<file path="config.mk">
export PLATFORM = sky130hd
export DESIGN_NAME = comma_deser_align
export DESIGN_NICKNAME = d
export VERILOG_FILES = /design/src/rtl/cda_pkg.sv /design/src/rtl/cda_src_sel.sv /design/src/rtl/cda_bit_window.sv /design/src/rtl/cda_comma_match.sv /design/src/rtl/cda_framer.sv /design/src/rtl/comma_deser_align.sv
export SDC_FILE = /design/constraint.sdc
export NUM_CORES = 1
export LEC_CHECK = 0
export ABC_AREA = 1
export BUFFER_PORTS_ARGS = -buffer_cell sky130_fd_sc_hd__buf_2
export CORE_UTILIZATION = 40
export DETAILED_ROUTE_END_ITERATION = 8
export GPL_TIMING_DRIVEN = 0
export REMOVE_ABC_BUFFERS = 1
export SLEW_MARGIN = 20
export SYNTH_ARGS = -nofsm -noshare
export SYNTH_HDL_FRONTEND = slang
export SYNTH_SLANG_ARGS = --single-unit
</file>
<file path="constraint.sdc">
create_clock -name clk -period 1.7 [get_ports clk]
set_input_delay 0.255 -clock clk [delete_from_list [all_inputs] [get_ports clk]]
set_output_delay 0.255 -clock clk [all_outputs]
set_load 0.005 [all_outputs]
</file>
<file path="src/rtl/cda_pkg.sv">
`timescale 1ns/1ps
package cda_pkg;
  localparam int unsigned CDA_WORD_W = 10;
  localparam int unsigned CDA_PFX_W  = 7;
  // comma prefix, bit 0 = earliest bit: 0,0,1,1,1,1,1
  localparam logic [CDA_PFX_W-1:0] CDA_PFX = 7'b1111100;

  // word phase: TRUE words rise with wclk, COMP words with wclk_n
  typedef enum logic {
    PH_COMP = 1'b0,
    PH_TRUE = 1'b1
  } word_phase_e;
endpackage

</file>
<file path="src/rtl/cda_src_sel.sv">
`timescale 1ns/1ps
module cda_src_sel (
  input  logic rx_bit,
  input  logic tx_bit,
  input  logic loopback,
  output logic sel_bit,
  output logic tx_out
);
  // internal wrap path: receiver listens to the local transmitter
  assign sel_bit = loopback ? tx_bit : rx_bit;
  assign tx_out  = loopback ? 1'b1   : tx_bit;
endmodule

</file>
<file path="src/rtl/cda_bit_window.sv">
`timescale 1ns/1ps
module cda_bit_window import cda_pkg::*; #(
  parameter int unsigned WORD_W = CDA_WORD_W
) (
  input  logic              clk,
  input  logic              rst,
  input  logic              bit_vld,
  input  logic              bit_in,
  output logic [WORD_W-1:0] cand
);
  // WORD_W-1 stored bits plus the arriving bit form the candidate word
  logic [WORD_W-2:0] hist_q;

  assign cand = {bit_in, hist_q};

  always_ff @(posedge clk) begin
    if (rst) begin
      hist_q <= '0;
    end else if (bit_vld) begin
      hist_q <= cand[WORD_W-1:1];
    end
  end
endmodule

</file>
<file path="src/rtl/cda_comma_match.sv">
`timescale 1ns/1ps
module cda_comma_match import cda_pkg::*; #(
  parameter int unsigned           PFX_W = CDA_PFX_W,
  parameter logic [PFX_W-1:0]      PFX   = CDA_PFX
) (
  input  logic [PFX_W-1:0] lead,
  output logic             hit
);
  logic [PFX_W-1:0] eq;

  for (genvar i = 0; i < PFX_W; i++) begin : g_bit
    assign eq[i] = (lead[i] == PFX[i]);
  end

  assign hit = &eq;
endmodule

</file>
<file path="src/rtl/cda_framer.sv">
`timescale 1ns/1ps
module cda_framer import cda_pkg::*; #(
  parameter int unsigned WORD_W = CDA_WORD_W
) (
  input  logic              clk,
  input  logic              rst,
  input  logic              bit_vld,
  input  logic              align_en,
  input  logic [WORD_W-1:0] cand,
  input  logic              hit,
  output logic [WORD_W-1:0] word_q,
  output logic              word_vld,
  output logic              comma_det,
  output word_phase_e       phase
);
  localparam int unsigned        CNT_W    = $clog2(WORD_W);
  localparam logic [CNT_W-1:0]   CNT_LAST = CNT_W'(WORD_W - 1);

  logic [CNT_W-1:0] cnt_q;
  logic             realign;
  logic             at_end;

  assign realign = align_en && hit;
  assign at_end  = (cnt_q == CNT_LAST);

  always_ff @(posedge clk) begin
    if (rst) begin
      cnt_q     <= '0;
      word_q    <= '0;
      word_vld  <= 1'b0;
      comma_det <= 1'b0;
      phase     <= PH_COMP;
    end else begin
      word_vld <= 1'b0;
      if (bit_vld) begin
        if (realign) begin
          // comma closes the word now; partial bits are dropped
          word_q    <= cand;
          word_vld  <= 1'b1;
          comma_det <= 1'b1;
          phase     <= PH_COMP;
          cnt_q     <= '0;
        end else if (at_end) begin
          word_q    <= cand;
          word_vld  <= 1'b1;
          comma_det <= 1'b0;
          phase     <= (phase == PH_TRUE) ? PH_COMP : PH_TRUE;
          cnt_q     <= '0;
        end else begin
          cnt_q <= cnt_q + 1'b1;
        end
      end
    end
  end
endmodule

</file>
<file path="src/rtl/comma_deser_align.sv">
`timescale 1ns/1ps
module comma_deser_align import cda_pkg::*; #(
  parameter int unsigned      WORD_W = CDA_WORD_W,
  parameter int unsigned      PFX_W  = CDA_PFX_W,
  parameter logic [PFX_W-1:0] PFX    = CDA_PFX
) (
  input  logic              clk,
  input  logic              rst,
  input  logic              bit_vld,
  input  logic              rx_bit,
  input  logic              tx_bit,
  input  logic              loopback,
  input  logic              align_en,
  output logic              tx_out,
  output logic [WORD_W-1:0] word_q,
  output logic              word_vld,
  output logic              wclk,
  output logic              wclk_n,
  output logic              comma_det
);
  logic              sel_bit;
  logic [WORD_W-1:0] cand;
  logic              hit;
  word_phase_e       phase;

  cda_src_sel u_src (
    .rx_bit   (rx_bit),
    .tx_bit   (tx_bit),
    .loopback (loopback),
    .sel_bit  (sel_bit),
    .tx_out   (tx_out)
  );

  cda_bit_window #(.WORD_W(WORD_W)) u_win (
    .clk     (clk),
    .rst     (rst),
    .bit_vld (bit_vld),
    .bit_in  (sel_bit),
    .cand    (cand)
  );

  cda_comma_match #(.PFX_W(PFX_W), .PFX(PFX)) u_match (
    .lead (cand[PFX_W-1:0]),
    .hit  (hit)
  );

  cda_framer #(.WORD_W(WORD_W)) u_frm (
    .clk       (clk),
    .rst       (rst),
    .bit_vld   (bit_vld),
    .align_en  (align_en),
    .cand      (cand),
    .hit       (hit),
    .word_q    (word_q),
    .word_vld  (word_vld),
    .comma_det (comma_det),
    .phase     (phase)
  );

  assign wclk   = (phase == PH_TRUE);
  assign wclk_n = ~wclk;
endmodule

</file>
==> results.md <==
- Status: finished clean
- Period minus WS final: 1.358 ns
- Reg2reg path depth: 7
- Hold crit path type: input port to register
- Final cell area excluding filler cells: 1242 sq um
- Yosys top cell area share: 48.09%
- CORE AREA: 2522 sq um
- Reg2Reg Launch Point: u_frm.cnt_q[0]
- DR iter-0 viols: 16
- Final Cycle Share: 79.86%
- CTS Buf Count: 3
- Hold path depth: 4
- First-pass GRT wire length: 3.353 mm
- DIE AREA: 2918 sq um
- VDD IR max: 0.0005023 V
- Synth cell types: 24
- Starting density of the core: 42.91%
- Cell area after synthesis: 1082 sq um
- Final core area utilization: 49.26%
- Gr ovfl total: 0
- Cell count after synthesis: 136
- Nets: 165
- Gp weighted congestion: 0.7655
- Routed Antenna Nets: 0
- Switch Pwr: 242.4 uW
- Register area: 520.5 sq um
- Yosys warnings: 0
- Leakage: 0.5916 nW
- Clock Latency Late Sink: 0.32 ns
- Synth area leader: dfxtp_1
- Residual DRC: 0
- ANT cells: 0
- Core Rows: 18
- I/O Buffers: 21
- Slew HR: 67.41%
- Largest net degree at the start of global routing: 17
- Post-CTS Setup Inserts: 0
- Cts hold-fix bufs: 0
- Commonest cells after routing, fill and taps aside: nand2_1 (35), dfxtp_1 (26), buf_2 (21), nand3_1 (15), nor2_1 (13)
- Max H-tree Level: 1
- Root Driver: clkbuf_4
- Layout fillers: 270
- Final setup violation count: 0
- Worst path required time: 1.97 ns
- Area grow syn2layout: 14.80%
- Crit path kind: register to register
- Post-Route Setup TNS: 0 ns
- Final Hold Fails: 0
- Initial antenna violation count: 0
- Worst Max-Slew Pin Slew: 0.4883 ns
- CTS resizes: 0
- Vias in the first global route: 754
- Min-Delay Startpoint: rx_bit
- Clk pin slew, worst setup/hold paths: 0.13 ns
- Max Fclk: 736.6 MHz
- Hold WS: 0.2710 ns
- Type of origin of the critical path: register
- Sequential share of the synthesized area: 48.09%
- Total Routing Usage GR: 16.35%
- R2R Setup Slk: 0.34 ns
- Worst Skew: 0.01334 ns
- WHS Endpoint: u_frm.word_q[9]
- Vias per cell: 4.827
- Die Ht: 54.02 microns
- CP arrival: 1.63 ns
- Ports: 22
- Crit end category: register
- Vias: 893
- Register bit total from synthesis: 26
- Most common cell after layout, fill and taps aside: nand2_1
- Clk sinks: 26
- Final Max Tran Viols: 0
- Clock power frac: 37.7%
- Routed len/inst: 10.85 microns
- Multi-input logic area: 489.2 sq um
- CTS tree: done
- Gate power share: 5.9%
- Max_cap viols: 0
- Unrepaired setup endpoints after global routing: false
- Seq pwr share: 56.4%
- Syn Area/Cell: 7.958 sq um
- DP HPWL: 1.389 mm
- Routed wire length: 2.008 mm
- Internal: 886.6 uW
- Synth area leaders: dfxtp_1 (48%), nand2_1 (12%), nand3_1 (6.9%), nor2_1 (4.5%), a21oi_1 (4.2%)
- Area after DPL: 1190 sq um
- Max Root-Sink Buffers: 2
- R2R Path End: u_frm.word_q[9]
- Die width: 54.02 microns
- Fraction of layout cells with a size suffix above 1: 22.58%
- TritonRoute pass-1 iters: 4
- Crit-path max FO: 14
- Pwr/cell area: 908.7 nW/um^2
- Net Sw Frac: 21.47%
[synth_stat cells]
cell type  count
inv_1         10
nand3_1       15
or2_2          1
a31o_2         1
nor2_1        13
nor2_8         1
nand2_1       35
nor2_2         2
dfxtp_1       26
buf_6          1
nand2_4        2
nand3_4        1
clkbuf_2       1
nand3b_1       1
buf_2          3
nand4_1        1
nand2_2        1
buf_1          1
a21oi_1        9
nor3b_1        1
ha_1           2
o21a_1         1
mux2_2         1
o21ai_0        6
[power groups by stage]
stage / Sequential [mW] / Clock (mW) / Combinational, mW
after floorplan: 0.647 / 0 / 0.0402
after global placement: 0.649 / 0 / 0.0657
after detailed placement: 0.650 / 0 / 0.0678
after CTS: 0.637 / 0.431 / 0.0685
after global routing: 0.640 / 0.459 / 0.0769
final: 0.637 / 0.425 / 0.0672
[per-layer routing]
metal,up-vias,track usage (%),share of wire (%)
met5,-,0,0
li1,474,-,-
met3,4,2.542,3.8
met4,0,8.974,1.7
met1,395,21.49,51
met2,20,25.31,43
[critical path, stage by stage (launching register included)]
cell	delay, ns
dfxtp_1	0.43
ha_1	0.23
nand3_4	0.10
nand2_4	0.10
nand2_4	0.14
nor2_8	0.19
nand2_1	0.07
nand2_1	0.06
[how the worst max path moves through the flow]
stage,from,end,slack [ns],depth (start not counted)
after global placement,u_frm.cnt_q[0],u_frm.word_q[8],0.39,7
after CTS,u_frm.cnt_q[0],u_frm.word_q[9],0.33,7
after global routing,u_frm.cnt_q[0],u_frm.word_q[7],0.20,7
after detailed placement,u_frm.cnt_q[0],u_frm.word_q[9],0.36,7
final,u_frm.cnt_q[0],u_frm.word_q[9],0.34,7
after floorplan,u_frm.cnt_q[1],u_frm.word_q[4],0.54,8
[registers in the layout, summed over array words and instances, names as in the netlist]
signal	count
u_frm.phase	1
u_frm.comma_det	1
u_win.hist_q	9
u_frm.cnt_q	4
u_frm.word_q	10
u_frm.word_vld	1
[metrics by stage]
step | power (mW) | cells | setup slack, ns
final | 1.129 | 185 | 0.3424
after global placement | 0.7150 | 181 | 0.3935
after detailed placement | 0.7178 | 181 | 0.3570
after global routing | 1.176 | 185 | 0.1991
after floorplan | 0.6869 | 130 | 0.5377
after CTS | 1.136 | 185 | 0.3263
[area by class of cell]
class / count / share of cell area [%]
clock buffer: 3 / 1.813
timing repair buffer: 21 / 8.459
tap: 30 / 3.021
sequential: 26 / 41.89
multi-input combinational: 94 / 39.38
inverter: 10 / 3.021
clock inverter: 1 / 2.417
[cell families after synthesis]
kind of cell	synth area share, %
buf+inv	6.704
fa+ha+maj	2.312
flops	48.09
simple gates	33.41
compound gates	8.440
mux	1.040
Power figures use the tool's default switching activity.
